==> config.mk <==
export PLATFORM = sky130hd
export DESIGN_NAME = phy_mode_seq
export DESIGN_NICKNAME = d
export VERILOG_FILES = /design/src/rtl/phy_mode_seq_pkg.sv /design/src/rtl/phy_mode_seq_dp.sv /design/src/rtl/phy_mode_seq_ctrl.sv /design/src/rtl/phy_mode_seq.sv
export SDC_FILE = /design/constraint.sdc
export NUM_CORES = 1
export LEC_CHECK = 0
export BUFFER_PORTS_ARGS = -buffer_cell sky130_fd_sc_hd__buf_2
export CAP_MARGIN = 15
export CORE_MARGIN = 2
export CORE_UTILIZATION = 35
export CTS_CLUSTER_SIZE = 10
export DETAILED_ROUTE_END_ITERATION = 7
export GPL_TIMING_DRIVEN = 0
export HOLD_SLACK_MARGIN = 0.06
export PLACE_DENSITY = 0.58
export SYNTH_ARGS = -nofsm -noshare
export SYNTH_HDL_FRONTEND = slang
export SYNTH_SLANG_ARGS = --single-unit
==> constraint.sdc <==
create_clock -name clk -period 5.1 [get_ports clk]
set_input_delay 1.02 -clock clk [delete_from_list [all_inputs] [get_ports clk]]
set_output_delay 1.02 -clock clk [all_outputs]
set_load 0.05 [all_outputs]
==> src/rtl/phy_mode_seq_pkg.sv <==
package phy_mode_seq_pkg;

  localparam int DATA_W = 8;
  localparam int ADDR_W = 8;
  localparam int DRV_W  = 2;
  localparam int CODE_W = 2;

  localparam logic [ADDR_W-1:0] ADDR_DLL  = 8'h00;
  localparam logic [ADDR_W-1:0] ADDR_PAD  = 8'h01;
  localparam logic [ADDR_W-1:0] ADDR_ITAP = 8'h0C;
  localparam logic [ADDR_W-1:0] ADDR_OTAP = 8'h0D;
  localparam logic [ADDR_W-1:0] ADDR_MODE = 8'h11;
  localparam logic [ADDR_W-1:0] ADDR_TRIM = 8'h12;

  localparam int DLL_EN_BIT  = 3;
  localparam int DLL_RDY_BIT = 4;
  localparam int CODE_SHIFT  = 5;
  localparam int DRV_SHIFT   = 2;

  typedef enum logic [2:0] {
    MODE_LEGACY  = 3'd0,
    MODE_HS      = 3'd1,
    MODE_HS200   = 3'd2,
    MODE_DDR     = 3'd3,
    MODE_HS400   = 3'd4,
    MODE_ESTROBE = 3'd5
  } busMode_e;

  typedef enum logic [2:0] {
    STEP_MODE,
    STEP_PAD,
    STEP_OTAP,
    STEP_ITAP,
    STEP_TRIM,
    STEP_DLLCLR,
    STEP_DLLEN,
    STEP_POLL
  } step_e;

  // Strobes from control to datapath
  typedef struct packed {
    logic  wr;
    logic  rd;
    step_e step;
    logic  latchReq;
    logic  clrErr;
    logic  setErr;
    logic  padCap;
    logic  pollInc;
  } seqStrobe_t;

  function automatic logic [DATA_W-1:0] modeRegVal(busMode_e m);
    case (m)
      MODE_ESTROBE: return 8'h01;
      MODE_HS400:   return 8'h02;
      MODE_LEGACY:  return 8'h04;
      MODE_DDR:     return 8'h08;
      default:      return 8'h00;
    endcase
  endfunction

  function automatic logic [3:0] outTapOf(busMode_e m);
    case (m)
      MODE_HS:      return 4'd3;
      MODE_HS200:   return 4'd2;
      MODE_DDR,
      MODE_HS400,
      MODE_ESTROBE: return 4'd1;
      default:      return 4'd0;
    endcase
  endfunction

  function automatic logic [3:0] inTapOf(busMode_e m);
    case (m)
      MODE_HS:    return 4'd2;
      MODE_HS400: return 4'hA;
      default:    return 4'd0;
    endcase
  endfunction

  function automatic logic [DATA_W-1:0] tapWord(logic [3:0] tap);
    return {3'b000, tap, 1'b1};
  endfunction

endpackage

==> src/rtl/phy_mode_seq_dp.sv <==
module phy_mode_seq_dp
  import phy_mode_seq_pkg::*;
#(
  parameter int RATE_W     = 10,
  parameter int POLL_LIMIT = 64,
  parameter int TRIM_VAL   = 8,
  parameter int RATE_FAST  = 200,
  parameter int RATE_MID   = 100,
  parameter int RATE_SLOW  = 50
) (
  input  logic              clk,
  input  logic              rst_n,
  input  seqStrobe_t        stb,
  input  logic [2:0]        reqMode,
  input  logic [RATE_W-1:0] reqRate,
  input  logic [DRV_W-1:0]  reqDrv,
  input  logic [DATA_W-1:0] regRdData,
  output logic [ADDR_W-1:0] regAddr,
  output logic [DATA_W-1:0] regWrData,
  output logic              regWe,
  output logic              regRe,
  output logic              sameClk,
  output busMode_e          curMode,
  output logic              dllReady,
  output logic              pollExpired,
  output logic              error
);

  localparam int CNT_W = $clog2(POLL_LIMIT + 1);
  localparam logic [CNT_W-1:0] CNT_LAST = CNT_W'(POLL_LIMIT - 1);

  logic [RATE_W-1:0] lastRate;
  logic              lastValid;
  busMode_e          modeQ;
  logic [DRV_W-1:0]  drvQ;
  logic [CODE_W-1:0] codeQ;
  logic [DATA_W-1:0] padQ;
  logic [CNT_W-1:0]  pollCnt;
  logic              errQ;
  logic [CODE_W-1:0] codeNext;
  logic              isLegacy;

  always_comb begin
    if (reqRate == RATE_W'(RATE_FAST))      codeNext = 2'd0;
    else if (reqRate == RATE_W'(RATE_MID))  codeNext = 2'd2;
    else if (reqRate == RATE_W'(RATE_SLOW)) codeNext = 2'd1;
    else                                    codeNext = 2'd0;
  end

  always_ff @(posedge clk or negedge rst_n) begin
    if (!rst_n) begin
      lastRate  <= '0;
      lastValid <= 1'b0;
      modeQ     <= MODE_LEGACY;
      drvQ      <= '0;
      codeQ     <= '0;
    end else if (stb.latchReq) begin
      lastRate  <= reqRate;
      lastValid <= 1'b1;
      modeQ     <= busMode_e'(reqMode);
      drvQ      <= reqDrv;
      codeQ     <= codeNext;
    end
  end

  always_ff @(posedge clk or negedge rst_n) begin
    if (!rst_n)          padQ <= '0;
    else if (stb.padCap) padQ <= regRdData;
  end

  always_ff @(posedge clk or negedge rst_n) begin
    if (!rst_n)            pollCnt <= '0;
    else if (stb.latchReq) pollCnt <= '0;
    else if (stb.pollInc)  pollCnt <= pollCnt + 1'b1;
  end

  always_ff @(posedge clk or negedge rst_n) begin
    if (!rst_n)          errQ <= 1'b0;
    else if (stb.clrErr) errQ <= 1'b0;
    else if (stb.setErr) errQ <= 1'b1;
  end

  assign isLegacy = (modeQ == MODE_LEGACY);

  always_comb begin
    regAddr   = ADDR_DLL;
    regWrData = '0;
    case (stb.step)
      STEP_MODE: begin
        regAddr   = ADDR_MODE;
        regWrData = modeRegVal(modeQ);
      end
      STEP_PAD: begin
        regAddr   = ADDR_PAD;
        regWrData = padQ | (DATA_W'(drvQ) << DRV_SHIFT);
      end
      STEP_OTAP: begin
        regAddr   = ADDR_OTAP;
        regWrData = isLegacy ? '0 : tapWord(outTapOf(modeQ));
      end
      STEP_ITAP: begin
        regAddr   = ADDR_ITAP;
        regWrData = (isLegacy || modeQ == MODE_HS200) ? '0 : tapWord(inTapOf(modeQ));
      end
      STEP_TRIM: begin
        regAddr   = ADDR_TRIM;
        regWrData = DATA_W'(TRIM_VAL);
      end
      STEP_DLLCLR: begin
        regAddr   = ADDR_DLL;
        regWrData = '0;
      end
      STEP_DLLEN: begin
        regAddr   = ADDR_DLL;
        regWrData = (DATA_W'(codeQ) << CODE_SHIFT) | (DATA_W'(1) << DLL_EN_BIT);
      end
      default: begin
        regAddr   = ADDR_DLL;
        regWrData = '0;
      end
    endcase
  end

  assign regWe       = stb.wr;
  assign regRe       = stb.rd;
  assign sameClk     = lastValid && (reqRate == lastRate);
  assign curMode     = modeQ;
  assign dllReady    = regRdData[DLL_RDY_BIT];
  assign pollExpired = (pollCnt == CNT_LAST);
  assign error       = errQ;

  AST_TIMEOUT_FLAGS: assert property (@(posedge clk) disable iff (!rst_n)
    stb.setErr |=> error);
  AST_POLL_BOUNDED: assert property (@(posedge clk) disable iff (!rst_n)
    stb.pollInc |-> pollCnt <= CNT_LAST);
  AST_NO_TRIM_LEGACY: assert property (@(posedge clk) disable iff (!rst_n)
    (regWe && regAddr == ADDR_TRIM) |-> !isLegacy);
  AST_PAD_HS_ONLY: assert property (@(posedge clk) disable iff (!rst_n)
    ((regWe || regRe) && regAddr == ADDR_PAD) |-> (modeQ == MODE_HS400 || modeQ == MODE_HS200));

endmodule

==> src/rtl/phy_mode_seq_ctrl.sv <==
module phy_mode_seq_ctrl
  import phy_mode_seq_pkg::*;
(
  input  logic       clk,
  input  logic       rst_n,
  input  logic       start,
  input  logic       sameClk,
  input  busMode_e   curMode,
  input  logic       dllReady,
  input  logic       pollExpired,
  output seqStrobe_t stb,
  output logic       busy,
  output logic       done
);

  typedef enum logic [3:0] {
    S_IDLE, S_MODE, S_PADRD, S_PADWR, S_OTAP, S_ITAP,
    S_TRIM, S_DLLCLR, S_DLLEN, S_POLL, S_FINISH
  } state_e;

  state_e state, stateNext;
  logic   padMode;
  logic   legacy;

  assign padMode = (curMode == MODE_HS400) || (curMode == MODE_HS200);
  assign legacy  = (curMode == MODE_LEGACY);

  always_comb begin
    stb       = '0;
    stb.step  = STEP_MODE;
    stateNext = state;
    case (state)
      S_IDLE: begin
        if (start) begin
          stb.clrErr = 1'b1;
          if (sameClk) begin
            stateNext = S_FINISH;
          end else begin
            stb.latchReq = 1'b1;
            stateNext    = S_MODE;
          end
        end
      end
      S_MODE: begin
        stb.wr    = 1'b1;
        stb.step  = STEP_MODE;
        stateNext = padMode ? S_PADRD : S_OTAP;
      end
      S_PADRD: begin
        stb.rd     = 1'b1;
        stb.step   = STEP_PAD;
        stb.padCap = 1'b1;
        stateNext  = S_PADWR;
      end
      S_PADWR: begin
        stb.wr    = 1'b1;
        stb.step  = STEP_PAD;
        stateNext = S_OTAP;
      end
      S_OTAP: begin
        stb.wr    = 1'b1;
        stb.step  = STEP_OTAP;
        stateNext = S_ITAP;
      end
      S_ITAP: begin
        stb.wr    = 1'b1;
        stb.step  = STEP_ITAP;
        stateNext = legacy ? S_DLLCLR : S_TRIM;
      end
      S_TRIM: begin
        stb.wr    = 1'b1;
        stb.step  = STEP_TRIM;
        stateNext = S_DLLCLR;
      end
      S_DLLCLR: begin
        stb.wr    = 1'b1;
        stb.step  = STEP_DLLCLR;
        stateNext = legacy ? S_FINISH : S_DLLEN;
      end
      S_DLLEN: begin
        stb.wr    = 1'b1;
        stb.step  = STEP_DLLEN;
        stateNext = S_POLL;
      end
      S_POLL: begin
        stb.rd      = 1'b1;
        stb.step    = STEP_POLL;
        stb.pollInc = 1'b1;
        if (dllReady) begin
          stateNext = S_FINISH;
        end else if (pollExpired) begin
          stb.setErr = 1'b1;
          stateNext  = S_FINISH;
        end
      end
      S_FINISH: stateNext = S_IDLE;
      default:  stateNext = S_IDLE;
    endcase
  end

  always_ff @(posedge clk or negedge rst_n) begin
    if (!rst_n) state <= S_IDLE;
    else        state <= stateNext;
  end

  assign done = (state == S_FINISH);
  assign busy = (state != S_IDLE) && (state != S_FINISH);

  AST_DONE_ONE_CYCLE: assert property (@(posedge clk) disable iff (!rst_n)
    done |=> !done);
  AST_SKIP_SILENT: assert property (@(posedge clk) disable iff (!rst_n)
    (state == S_IDLE && start && sameClk) |=> (done && !stb.wr && !stb.rd));
  AST_LEGACY_ENDS_AT_CLEAR: assert property (@(posedge clk) disable iff (!rst_n)
    (state == S_DLLCLR && legacy) |=> done);
  AST_BUSY_BEFORE_DONE: assert property (@(posedge clk) disable iff (!rst_n)
    (busy && !stb.rd && !stb.wr) |-> 1'b0);
  AST_POLL_AFTER_ENABLE: assert property (@(posedge clk) disable iff (!rst_n)
    (stb.wr && stb.step == STEP_DLLEN) |=> (stb.rd && stb.step == STEP_POLL));

endmodule

==> src/rtl/phy_mode_seq.sv <==
module phy_mode_seq
  import phy_mode_seq_pkg::*;
#(
  parameter int RATE_W     = 10,
  parameter int POLL_LIMIT = 64,
  parameter int TRIM_VAL   = 8,
  parameter int RATE_FAST  = 200,
  parameter int RATE_MID   = 100,
  parameter int RATE_SLOW  = 50
) (
  input  logic              clk,
  input  logic              rst_n,
  input  logic              start,
  input  logic [2:0]        reqMode,
  input  logic [RATE_W-1:0] reqRate,
  input  logic [1:0]        reqDrv,
  output logic [7:0]        regAddr,
  output logic [7:0]        regWrData,
  output logic              regWe,
  output logic              regRe,
  input  logic [7:0]        regRdData,
  output logic              busy,
  output logic              done,
  output logic              error
);

  seqStrobe_t stb;
  logic       sameClk;
  busMode_e   curMode;
  logic       dllReady;
  logic       pollExpired;

  phy_mode_seq_ctrl u_ctrl (
    .clk         (clk),
    .rst_n       (rst_n),
    .start       (start),
    .sameClk     (sameClk),
    .curMode     (curMode),
    .dllReady    (dllReady),
    .pollExpired (pollExpired),
    .stb         (stb),
    .busy        (busy),
    .done        (done)
  );

  phy_mode_seq_dp #(
    .RATE_W     (RATE_W),
    .POLL_LIMIT (POLL_LIMIT),
    .TRIM_VAL   (TRIM_VAL),
    .RATE_FAST  (RATE_FAST),
    .RATE_MID   (RATE_MID),
    .RATE_SLOW  (RATE_SLOW)
  ) u_dp (
    .clk         (clk),
    .rst_n       (rst_n),
    .stb         (stb),
    .reqMode     (reqMode),
    .reqRate     (reqRate),
    .reqDrv      (reqDrv),
    .regRdData   (regRdData),
    .regAddr     (regAddr),
    .regWrData   (regWrData),
    .regWe       (regWe),
    .regRe       (regRe),
    .sameClk     (sameClk),
    .curMode     (curMode),
    .dllReady    (dllReady),
    .pollExpired (pollExpired),
    .error       (error)
  );

endmodule

==> flow_summary.json <==
{
  "synth_area_sq_um": 2340,
  "yosys_warnings": 0,
  "vdd_drop_max_mv": 0.533,
  "cp-start-kind": "register",
  "fin_crit_sh_pct": 62.0,
  "clock_sinks": 38,
  "critical_path_required_ns": 4.08,
  "n_antenna_cell": 0,
  "max-cap-violations": 0,
  "synth_edf_count": 0,
  "n_fill_cell": 640,
  "vias_per_cell": 5.22,
  "ios": 47,
  "worstPathArrival_ns": 2.14,
  "r2r_slack_ns": 3.22,
  "p_int_w": 0.000948,
  "htreeDepth": 2,
  "rsz0062_at_grt": "no",
  "cp.buffers_inverters": 4,
  "final_common_cell": "buf_2",
  "core_area_sq_um": 6390,
  "synth_area_per_cell_sq_um": 9.69,
  "hold_class": "reg -> reg",
  "grt_max_degree": 39,
  "clk_latency_ns": 0.30,
  "drive_gt1_share_pct": 27.9,
  "power_density_nw_per_um2": 697,
  "cts_tree": "done",
  "wirelength_microns": 5300,
  "skew_ns": 0.00395,
  "async_flop_share_pct": 100,
  "hold_buffers": 0,
  "crit_top_cell": "buf_2",
  "setup_viol": 0,
  "synthDistinctLibCells": 53,
  "syn_inst": 241,
  "dp.cells": 363,
  "hpwl_microns": 3990,
  "area_growth_pct": 17.4,
  "cp_slowest_stage_delay_ns": 0.39,
  "wl_per_cell_microns": 14.3,
  "overflow": 0,
  "grt_pass1_wl_microns": 9150,
  "layout.nets": 320,
  "clockRootBuffer": "clkbuf_8",
  "power_frac_comb_pct": 61.0,
  "path_cells": "buf_2, buf_2, clkbuf_1, a21oi_1, nand2_1, o21ai_0, nand2_1, buf_2",
  "relSlewSlack_pct": 42.6,
  "pwr-share-seq_pct": 28.0,
  "crit_path_max_fanout": 10,
  "clk_pin_slew_ns": 0.08,
  "cp_slowest_cell": "clkbuf_1",
  "clock.fmax_ghz": 0.316,
  "cts_buffers": 5,
  "first_pass_iters": 5,
  "dieArea_sq_um": 7340,
  "ant_nets": 0,
  "status": "completed",
  "synthFlopType": "dfrtp_1",
  "drc": 0,
  "cts_buffer_depth": 2,
  "placementRows": 29,
  "final_hold_viol_count": 0,
  "ctsResizeCount": 0,
  "r2r_cells": 6,
  "clockPowerShare_pct": 11.0,
  "start_util_pct": 36.6,
  "track_usage_pct": 15.6,
  "worst_pin_slew_ns": 0.861,
  "layout_common_cells": "buf_2 (47), dfrtp_1 (38), nor2_1 (33)",
  "vias": 1935,
  "antenna_found_initial": 0,
  "drv_slew": 0,
  "io_buffers": 43,
  "grt_pass1_vias": 1929,
  "tns_ns": 0,
  "switchingPower_w": 0.000964,
  "post_cts_buffers": 0,
  "worstHoldPathCells": 1,
  "criticalPathCategory": "reg -> out",
  "min_from": "u_dp.lastValid",
  "rr_endpoint": "u_dp.curMode[2]",
  "p_sw_share_pct": 50.4,
  "drtIter0Drc": 94,
  "yosys_register_bits": 38,
  "whs_endpoint": "u_dp.lastValid",
  "stdcell_count": 371,
  "ys_seq_area_share_pct": 40.7,
  "r2r-start": "u_ctrl.state[0]",
  "total_leakage_power_nw": 1.23,
  "fp.dieH_microns": 85.7,
  "min_period_ns": 3.16,
  "gp_congestion": 0.847,
  "endpoint_kind": "output pin",
  "cpLargestDelayFamily": "buffers and inverters",
  "fp.dieW_microns": 85.7
}
[worst reg2reg max path: cells and delay by family (launching register included)]
family / cells / cell delay, ns
and+or+nand+nor: 2 / 0.56
DFF: 1 / 0.36
AOI/OAI and AO/OA: 1 / 0.16
buffers and inverters: 2 / 0.36
muxes: 1 / 0.31
[sequential cells by signal, indices dropped and copies added (netlist names)]
register	cells
u_ctrl.state	4
u_dp.codeQ	2
u_dp.curMode	3
u_dp.drvQ	2
u_dp.error	1
u_dp.lastRate	10
u_dp.lastValid	1
u_dp.padQ	8
u_dp.pollCnt	7
[cell usage after synthesis, types with 2 or more instances]
cell | count | area, sq um
inv_1 | 4 | 15.0
nor4_1 | 2 | 12.5
o22ai_1 | 2 | 12.5
mux2_1 | 12 | 135
or4bb_1 | 2 | 22.5
nor2b_1 | 4 | 25.0
o21ai_1 | 6 | 30.0
xor2_1 | 6 | 52.6
mux2_4 | 9 | 135
mux2_2 | 4 | 45.0
xnor2_1 | 12 | 105
buf_4 | 5 | 37.5
nand4_1 | 4 | 25.0
o21ai_0 | 7 | 35.0
a21oi_1 | 15 | 75.1
buf_2 | 4 | 20.0
or3_1 | 2 | 12.5
clkbuf_1 | 6 | 22.5
nor3_1 | 6 | 30.0
nor2_1 | 33 | 124
nand2b_1 | 4 | 25.0
buf_6 | 3 | 33.8
nand3_1 | 5 | 25.0
dfrtp_1 | 38 | 951
nand2_1 | 18 | 67.6
[cells by family after synthesis]
kind of cell    synth area share, %
simple gates                   21.4
fa+ha+maj                     0.536
flops                          40.7
compound gates                 11.0
mux                            13.9
other cells                   0.161
buf+inv                        5.52
xor+xnor                       6.75
[cell type report]
cell class                      count  area, sq um  share of cell area (%)
Multi-Input combinational cell    183         1260                    46.1
Sequential cell                    38          951                    34.7
Timing Repair Buffer               43          215                    7.85
Buffer                             18          114                    4.15
Tap cell                           77         96.3                    3.51
Clock buffer                        6         72.6                    2.65
Inverter                            4         15.0                   0.548
Clock inverter                      2         13.8                   0.502
[how the worst max path moves through the flow]
stage / cells after the start / endpoint / start
global route: 8 / regAddr[4] / u_ctrl.state[2]
detailed placement: 8 / regAddr[4] / u_ctrl.state[2]
finish: 8 / regAddr[4] / u_ctrl.state[2]
CTS: 8 / regAddr[4] / u_ctrl.state[2]
global placement: 7 / regWrData[3] / u_ctrl.state[3]
floorplan: 4 / regWrData[2] / u_ctrl.state[3]
[metal layers]
layer | GRT usage [%] | routed length (microns) | up-vias
met5 | 0 | 0 | -
met4 | 4.04 | 76 | 0
met3 | 4.14 | 354 | 9
met2 | 25.1 | 2400 | 69
met1 | 20.9 | 2470 | 916
li1 | - | - | 941
[metrics by stage]
| step | setup slack, ns | util [%] | hold WS (ns) | total power (W) | cell area (sq um) |
|---|---|---|---|---|---|
| 2_1_floorplan | 1.93 | - | 0.434 | 0.00145 | 2340 |
| 5_1_grt | 1.74 | 42.9 | 0.510 | 0.00206 | 2740 |
| 3_3_place_gp | 2.28 | 41.6 | 0.462 | 0.00169 | 2660 |
| 3_5_place_dp | 2.28 | 41.6 | 0.467 | 0.00170 | 2660 |
| 6_report | 1.94 | 42.9 | 0.484 | 0.00191 | 2740 |
| 4_1_cts | 1.95 | 42.9 | 0.488 | 0.00192 | 2740 |
[power by group through the flow]
stage	logic [W]	registers [W]	clock network (W)
after floorplan	0.000937	0.000515	0
after global placement	0.00115	0.000536	0
after detailed placement	0.00116	0.000541	0
after CTS	0.00117	0.000535	0.000218
after global routing	0.00127	0.000555	0.000231
final	0.00117	0.000536	0.000211
Note: power is estimated with default switching activity, not from simulation.
